**config.mk**
```make
export PLATFORM = sky130hd
export DESIGN_NAME = msi_snoop_ctrl
export DESIGN_NICKNAME = d
export VERILOG_FILES = /design/src/rtl/msi_snoop_ctrl.sv
export SDC_FILE = /design/constraint.sdc
export NUM_CORES = 1
export LEC_CHECK = 0
export CAP_MARGIN = 20
export CORE_UTILIZATION = 49
export CTS_BUF_LIST = sky130_fd_sc_hd__clkbuf_8 sky130_fd_sc_hd__clkbuf_16
export DETAILED_ROUTE_END_ITERATION = 10
export GPL_ROUTABILITY_DRIVEN = 0
export HOLD_SLACK_MARGIN = 0.08
export PLACE_DENSITY = 0.77
export SYNTH_ARGS = -nofsm -noshare
export SYNTH_HDL_FRONTEND = slang
export SYNTH_SLANG_ARGS = --single-unit
```
**constraint.sdc**
```tcl
create_clock -name clk -period 3.6 [get_ports clk]
set_clock_uncertainty 0.05 [all_clocks]
set_input_delay 0.72 -clock clk [delete_from_list [all_inputs] [get_ports clk]]
set_output_delay 0.72 -clock clk [all_outputs]
set_load 0.01 [all_outputs]
```
**src/rtl/msi_snoop_ctrl.sv**
```systemverilog
module msi_snoop_ctrl #(
  parameter int ADDR_W = 8,
  parameter int DATA_W = 16,
  parameter int IDX_W  = 2
) (
  input  logic              clk,
  input  logic              rst_n,
  input  logic              cpu_req,
  input  logic              cpu_we,
  input  logic [ADDR_W-1:0] cpu_addr,
  input  logic [DATA_W-1:0] cpu_wdata,
  output logic              cpu_ready,
  output logic              cpu_hit,
  output logic [DATA_W-1:0] cpu_rdata,
  input  logic              evict_req,
  input  logic [IDX_W-1:0]  evict_idx,
  output logic              evict_ack,
  output logic              bus_req,
  output logic [1:0]        bus_cmd,
  output logic [ADDR_W-1:0] bus_addr,
  output logic [DATA_W-1:0] bus_wdata,
  input  logic              bus_gnt,
  input  logic [DATA_W-1:0] bus_rdata,
  input  logic              snp_valid,
  input  logic [1:0]        snp_cmd,
  input  logic [ADDR_W-1:0] snp_addr,
  output logic              snp_flush,
  output logic [DATA_W-1:0] snp_flush_data
);
  localparam int LINES = 1 << IDX_W;
  localparam int TAG_W = ADDR_W - IDX_W;
  localparam logic [1:0] ST_I = 2'd0, ST_S = 2'd1, ST_M = 2'd2;
  localparam logic [1:0] CMD_NONE = 2'd0, CMD_RD = 2'd1, CMD_RDX = 2'd2, CMD_WB = 2'd3;

  typedef enum logic [1:0] {PH_IDLE, PH_WB, PH_FILL} phase_t;

  logic [1:0]        st  [LINES];
  logic [TAG_W-1:0]  tg  [LINES];
  logic [DATA_W-1:0] dat [LINES];
  phase_t            ph;
  logic [IDX_W-1:0]  wb_idx;
  logic              missed;

  wire [IDX_W-1:0] c_idx = cpu_addr[IDX_W-1:0];
  wire [TAG_W-1:0] c_tag = cpu_addr[ADDR_W-1:IDX_W];
  wire [IDX_W-1:0] s_idx = snp_addr[IDX_W-1:0];
  wire [TAG_W-1:0] s_tag = snp_addr[ADDR_W-1:IDX_W];

  wire c_hit   = (st[c_idx] != ST_I) && (tg[c_idx] == c_tag);
  wire s_hit   = snp_valid && (st[s_idx] != ST_I) && (tg[s_idx] == s_tag);
  wire idle_go = (ph == PH_IDLE) && !snp_valid;
  wire ev_go   = idle_go && evict_req;
  wire cp_go   = idle_go && !evict_req && cpu_req;
  wire wb_live = (ph == PH_WB) && (st[wb_idx] == ST_M);

  assign evict_ack = ev_go && (st[evict_idx] != ST_M);
  assign cpu_ready = cp_go && c_hit && (!cpu_we || st[c_idx] == ST_M);
  assign cpu_hit   = cpu_ready && !missed;
  assign cpu_rdata = (cpu_ready && !cpu_we) ? dat[c_idx] : '0;

  assign bus_req   = !snp_valid && (wb_live || ph == PH_FILL);
  assign bus_cmd   = !bus_req ? CMD_NONE : (ph == PH_WB) ? CMD_WB : (cpu_we ? CMD_RDX : CMD_RD);
  assign bus_addr  = !bus_req ? '0 : (ph == PH_WB) ? {tg[wb_idx], wb_idx} : cpu_addr;
  assign bus_wdata = (bus_req && ph == PH_WB) ? dat[wb_idx] : '0;

  always_ff @(posedge clk) begin
    if (!rst_n) begin
      ph             <= PH_IDLE;
      wb_idx         <= '0;
      missed         <= 1'b0;
      snp_flush      <= 1'b0;
      snp_flush_data <= '0;
      for (int i = 0; i < LINES; i++) begin
        st[i]  <= ST_I;
        tg[i]  <= '0;
        dat[i] <= '0;
      end
    end else begin
      snp_flush <= 1'b0;
      if (snp_valid) begin
        if (s_hit && st[s_idx] == ST_M && (snp_cmd == CMD_RD || snp_cmd == CMD_RDX)) begin
          snp_flush      <= 1'b1;
          snp_flush_data <= dat[s_idx];
          st[s_idx]      <= (snp_cmd == CMD_RD) ? ST_S : ST_I;
        end else if (s_hit && st[s_idx] == ST_S && snp_cmd == CMD_RDX) begin
          st[s_idx] <= ST_I;
        end
      end else begin
        case (ph)
          PH_IDLE: begin
            if (evict_req) begin
              if (st[evict_idx] == ST_S) st[evict_idx] <= ST_I;
              else if (st[evict_idx] == ST_M) begin
                wb_idx <= evict_idx;
                ph     <= PH_WB;
              end
            end else if (cpu_req) begin
              if (cpu_ready) begin
                missed <= 1'b0;
                if (cpu_we) dat[c_idx] <= cpu_wdata;
              end else begin
                missed <= 1'b1;
                if (!c_hit && st[c_idx] == ST_M) begin
                  wb_idx <= c_idx;
                  ph     <= PH_WB;
                end else begin
                  ph <= PH_FILL;
                end
              end
            end
          end
          PH_WB: begin
            if (!wb_live) ph <= PH_IDLE;
            else if (bus_gnt) begin
              st[wb_idx] <= ST_I;
              ph         <= PH_IDLE;
            end
          end
          PH_FILL: begin
            if (bus_gnt) begin
              tg[c_idx]  <= c_tag;
              dat[c_idx] <= bus_rdata;
              st[c_idx]  <= cpu_we ? ST_M : ST_S;
              ph         <= PH_IDLE;
            end
          end
          default: ph <= PH_IDLE;
        endcase
      end
    end
  end

  AST_FILL_SHARED: assert property (@(posedge clk) disable iff (!rst_n)
    (bus_req && bus_gnt && bus_cmd == CMD_RD) |=> st[$past(c_idx)] == ST_S);
  AST_FILL_OWNED: assert property (@(posedge clk) disable iff (!rst_n)
    (bus_req && bus_gnt && bus_cmd == CMD_RDX) |=> st[$past(c_idx)] == ST_M);
  AST_HIT_QUIET: assert property (@(posedge clk) disable iff (!rst_n)
    (cpu_ready && cpu_hit) |-> !$past(bus_req));
  AST_FLUSH_CAUSE: assert property (@(posedge clk) disable iff (!rst_n)
    snp_flush |-> $past(snp_valid && snp_cmd != CMD_NONE));
  AST_RDX_KILLS: assert property (@(posedge clk) disable iff (!rst_n)
    (s_hit && snp_cmd == CMD_RDX) |=> st[$past(s_idx)] == ST_I);
  AST_WB_CLEARS: assert property (@(posedge clk) disable iff (!rst_n)
    (bus_req && bus_gnt && bus_cmd == CMD_WB) |=> st[$past(wb_idx)] == ST_I);
endmodule

```
Word level (Yosys, flattened, before mapping):

Memory sizes are Yosys's and may differ from the RTL's. A register that Yosys moved wholly into a read port is not among the register bits.
Cells that the tools add are included.

* eq/ne operators: 20
* muxes and demuxes: 84
* bitwise gates (word level): 4
* reduce and logical (&&, ||, !) cells: 44

Operator list (number)
* $mux W2: 34
* $mux W16: 4
* $mux W1: 42
* $logic_and A1 B1 Y1: 20
* $mux W8: 2
* $reduce_or A16 Y1: 1
* $eq A2 B2 Y1 const B: 6
* $eq A6 B6 Y1: 2
* $ne A3 B3 Y1 const B: 3
* $eq A2 B1 Y1 const B: 4
* $reduce_bool A2 Y1: 4
* $reduce_or A2 Y1: 4
* $reduce_and A7 Y1: 1
* $logic_not A1 Y1: 6
* $mux W6: 1
* $pmux W2 S3: 1
* $reduce_or A6 Y1: 1
* $reduce_and A5 Y1: 1
* $ne A2 B1 Y1 const B: 2
* $ne A2 B2 Y1 const B: 2
* $reduce_and A4 Y1: 1
* $logic_or A1 B1 Y1: 3
* $ne A3 B2 Y1 const B: 1
* $logic_not A2 Y1: 1
* 3 further kinds: 5

* register bits after elaboration: 6
* bits in writable memories: 96
* bits of input ports: 59
* output and inout port bits: 63
* word-level logic and storage cells: 159
* memories: 3

Memories
* dat: depth 4, width 16, rd ports 3, clocked after memory_dff 2, wr ports 4, RTL line 39 `logic [DATA_W-1:0] dat [LINES];`
* tg: depth 4, width 6, rd ports 3, clocked after memory_dff 1, wr ports 4, RTL line 38 `logic [TAG_W-1:0] tg [LINES];`
* st: depth 4, width 2, rd ports 4, clocked after memory_dff 1, wr ports 4, RTL line 37 `logic [1:0] st [LINES];`

Logic depth before layout (Yosys ltp):

An unclocked memory read counts as a cell.

* depth after elaboration: 17
* gate-level depth with buffers: 11
* mapped depth without buffers: 8

Least setup slack after synthesis:

Ideal clock, no wire load.

* kind: input to register
* start: input cpu_addr[0]
* end: memory dat[0][0] (enable)
* setup time: 414 ps
* arrival time: 3414 ps
* data required time: 3136 ps
* slack: -278 ps
* cell stages on the path: 7
* path buffers: 1
* cells stage by stage: buf_6 -> mux4_2 -> xnor2_1 -> o211ai_2 -> nor3_4 -> a21oi_1 -> o31ai_1

RTL lines
* start, declared: RTL line 10 `input logic [ADDR_W-1:0] cpu_addr,`
* end, declared: RTL line 39

==> tab_implementation.tex <==
\begin{tabular}{lr}
\hline
Metric & Value \\
\hline
\multicolumn{2}{l}{\textbf{Outcome}} \\
Outcome & complete, no violations \\
\multicolumn{2}{l}{\textbf{Timing}} \\
Count of final hold-check violations & 0 \\
Final number of max-transition violations & 0 \\
Slew at the pin closest to its max-slew limit & 0.564 ns \\
Upper clock frequency limit & 283 MHz \\
Count of final setup violators & 0 \\
Final worst path period need & 3.54 ns \\
Headroom to the max-slew limit & 62.3\% \\
Share of the clock period used by the worst path & 98.3\% \\
\multicolumn{2}{l}{\textbf{Synthesis}} \\
Post-synthesis async set-or-reset flop share & 0\% \\
Netlist area before placement & 7340 um2 \\
Main combinational cell family by area after synthesis & multiplexers \\
Basic-gate share of the synthesized area counting and, or, nand and nor cells & 16.7\% \\
Yosys synthesis warning count & 0 \\
Number of synthesized flops with an enable pin & 96 \\
Post-Syn Area per Cell & 12.3 um2 \\
Proportion of synthesized chip area in sequential cells & 45.8\% \\
Prevailing post-synth register cell & edfxtp\_1 \\
Cells after synthesis & 596 \\
Register bit total from synthesis & 120 \\
Share of synthesized area spent on multiplexers & 27.1\% \\
Net count after synthesis & 657 \\
Share of synthesized cell area in full adder, half adder and majority cells & 0.341\% \\
Xor/xnor cell area share of the yosys netlist & 2.15\% \\
Number of distinct library cell variants in the gate-level netlist after synthesis & 56 \\
Fraction of the mapped netlist area in compound gates & 4.58\% \\
\multicolumn{2}{l}{\textbf{Power and ir drop}} \\
IR Drop Worst-Case VDD & 0.000356 V \\
Int Pwr & 3.09 mW \\
Relative contribution of the clock network to total power & 48.5\% \\
Portion of total power attributed to sequential cells & 39.3\% \\
Sum of internal, switching and leakage power & 4.02 mW \\
Reported leakage power & 3.82 nW \\
Share of total power in combinational logic & 12.3\% \\
NetSw & 0.924 mW \\
Switching part of the total & 23.0\% \\
PD cells & 409 nW/um2 \\
\multicolumn{2}{l}{\textbf{Route}} \\
Vias after detailed routing & 6010 \\
Detailed-router iteration count before antenna repair & 6 \\
Wire length reported by the detailed router & 22100 um \\
Mean routed wirelength per cell & 23.2 um \\
Total DRC errors in the routed layout & 0 \\
Detailed-route vias per instance & 6.31 \\
Post-route ant nets & 0 \\
Count of routing violations after the opening detailed-route iteration & 583 \\
\multicolumn{2}{l}{\textbf{Global routing}} \\
Wire length of the first global-routing pass & 34300 um \\
Gr ovfl total & 0 \\
Pin count of the biggest net entering global routing & 27 \\
Number of antenna violations at the first check in global routing & 0 \\
Via count of the first global-routing pass & 6211 \\
Global-route usage over all layers & 29.4\% \\
\multicolumn{2}{l}{\textbf{Final layout}} \\
Synthesis-to-layout area growth & 33.7\% \\
Share of layout cells above drive strength 1 & 27.4\% \\
Number of nets in the layout & 817 \\
Share of the core filled with cells & 67.3\% \\
Diode insertion count for antenna repair & 0 \\
Post-layout instance area & 9810 um2 \\
Highest-count cells in the layout ignoring fill and taps & 96 x edfxtp\_1, 96 x clkdlybuf4s50\_1, 83 x nor2\_1, 67 x mux4\_2, 55 x buf\_4 \\
\multicolumn{2}{l}{\textbf{Critical path}} \\
Kind of capture point of the worst setup path & primary output \\
Critical path startpoint category & flop \\
Largest fanout on the critical path & 17 \\
Family of cells with the greatest summed delay on the critical path & buffers and inverters \\
Arrival @ worst endpoint & 2.77 ns \\
Cell type of the slowest stage on the worst timing path & mux4\_2 \\
Critical Path Max Stage Delay & 0.50 ns \\
List of cells traversed by the critical path & nor2b\_1 > mux4\_2 > nand2\_1 > a21o\_1 > inv\_1 > buf\_12 > and3\_1 > clkdlybuf4s50\_1 \\
Buffering stage count on the worst path with inverters included & 3 \\
Classification of the worst setup path & reg -> out \\
Req. time, crit path & 2.83 ns \\
\multicolumn{2}{l}{\textbf{CTS}} \\
Root cell of the clock tree & clkbuf\_16 \\
CTS Buffer Depth & 2 \\
Htree depth & 4 \\
Register clock-pin slew on the reported worst setup and hold paths & 0.06 ns \\
Count of hold buffers inserted by post-cts repair & 0 \\
Insertion delay of the later-clocked pin in the worst-skew pair & 0.42 ns \\
Clock tree from TritonCTS & done \\
Number of buffers created by CTS & 17 \\
Clock Sink Count & 120 \\
\multicolumn{2}{l}{\textbf{Place}} \\
Instance area at placement & 9120 um2 \\
Count of port buffers added during placement & 121 \\
Post-DP HPWL & 14800 um \\
\multicolumn{2}{l}{\textbf{Floorplan}} \\
Initial core utilization & 50.3\% \\
Total Die Area & 15500 um2 \\
I/O pin cnt & 122 \\
Horiz. Die Dim & 124 um \\
Y dimension of the die & 124 um \\
Floorplan row count & 44 \\
Core area & 14600 um2 \\
\multicolumn{2}{l}{\textbf{Min path}} \\
Hold crit path type & reg -> reg \\
\multicolumn{2}{l}{\textbf{Flow run}} \\
Count of max-cap constraint violations & 0 \\
\hline
\end{tabular}
-- power groups by stage --
stage          sequential [mW]  clock (mW)  combinational [mW]
4_1_cts                   1.58        1.94               0.482
3_5_place_dp              1.60           0               0.473
5_1_grt                   1.58        1.99               0.518
3_3_place_gp              1.60           0               0.463
2_1_floorplan             1.59           0               0.274
6_report                  1.58        1.95               0.492
-- state kept, by name, indices dropped and copies added, names as in the netlist, named ones only --
name            count
ph                  2
tg                 24
dat                64
missed              1
wb_idx              2
st                  8
snp_flush           1
snp_flush_data     16
-- layout make-up --
| cell class | count | area, um2 |
|---|---|---|
| well taps | 184 | 230 |
| repair buffers | 184 | 1690 |
| multi-input cells | 422 | 3820 |
| inverters | 11 | 41.3 |
| fillers | 1028 | 4770 |
| flip-flops and latches | 120 | 3360 |
| clock buffers | 17 | 425 |
| clock inverters | 15 | 248 |
-- synthesized netlist by cell type (2+ instances only) --
cell type	n	area (um2)
a21o_1	2	15.0
a21oi_1	16	80.1
and2_1	7	43.8
and3_1	35	219
buf_1	6	22.5
buf_2	10	50.1
buf_4	2	15.0
buf_6	2	22.5
clkbuf_1	23	86.3
dfxtp_1	24	480
edfxtp_1	96	2880
ha_1	2	25.0
inv_1	10	37.5
mux2_2	3	33.8
mux2i_1	45	450
mux4_2	67	1510
nand2_1	33	124
nand2b_1	13	81.3
nand3_1	3	15.0
nand4_1	2	12.5
nor2_1	83	312
nor2_2	10	62.6
nor2b_1	24	150
nor3_1	9	45.0
nor3_4	2	32.5
nor3b_1	3	22.5
nor4_1	4	25.0
o21ai_0	10	50.1
o21ai_1	2	10.0
o21bai_1	2	15.0
o311ai_0	2	17.5
o31ai_1	3	22.5
or4_1	2	15.0
xnor2_1	15	131
xor2_1	3	26.3
-- stage by stage --
step / hold WS, ns / std cells / setup slack [ns] / setup TNS, ns
3_5_place_dp: 0.441 / 919 / -0.502 / -8.01
5_1_grt: 0.494 / 953 / -0.00233 / -0.00233
6_report: 0.455 / 953 / 0.0623 / 0
4_1_cts: 0.461 / 951 / -0.00456 / -0.0170
3_3_place_gp: 0.431 / 919 / -0.410 / -6.80
2_1_floorplan: 0.429 / 596 / -0.210 / -10.09
-- logic make-up (layout without fill, tap and decap cells) --
family	Yosys count	count (layout)
AO/OA/AOI/OAI	49	49
XOR/XNOR	18	18
AND/OR/NAND/NOR	238	238
flip-flops	120	120
buffers and inverters	54	227
multiplexers	115	115
adder cells (fa/ha/maj)	2	2
-- worst paths after layout --
path                                        start                end  slack (ns)  depth (start not counted)
worst min-delay path            snp_flush_data[0]  snp_flush_data[0]        0.45                          2
worst max register to register           st[3][0]           st[1][0]        0.62                          7
worst max-delay path                     st[2][1]      bus_wdata[10]        0.06                          8
worst min register to register  snp_flush_data[0]  snp_flush_data[0]        0.45                          2
-- worst reg2reg max path, stage by stage, from the launching register on --
cell	delay (ns)
edfxtp_1	0.48
nand2b_1	0.20
mux4_2	0.49
o21ai_1	0.21
or3b_2	0.49
nor3b_1	0.26
o21bai_1	0.18
o21ai_0	0.31
-- layer usage --
layer / up-vias / part of all wire, % / track usage, %
li1: 2583 / - / -
met1: 2951 / 37 / 36.5
met2: 394 / 51 / 49.2
met3: 82 / 9.3 / 5.50
met4: 0 / 3.3 / 14.5
met5: - / 0 / 0
-- repair_timing --
item | in CTS | in global routing
setup endpoints to repair | 18 | 17
resized for setup | 28 | 35
pin swaps | 2 | 2
buffers inserted | 0 | 2
Note: power is estimated with default switching activity, not from simulation.
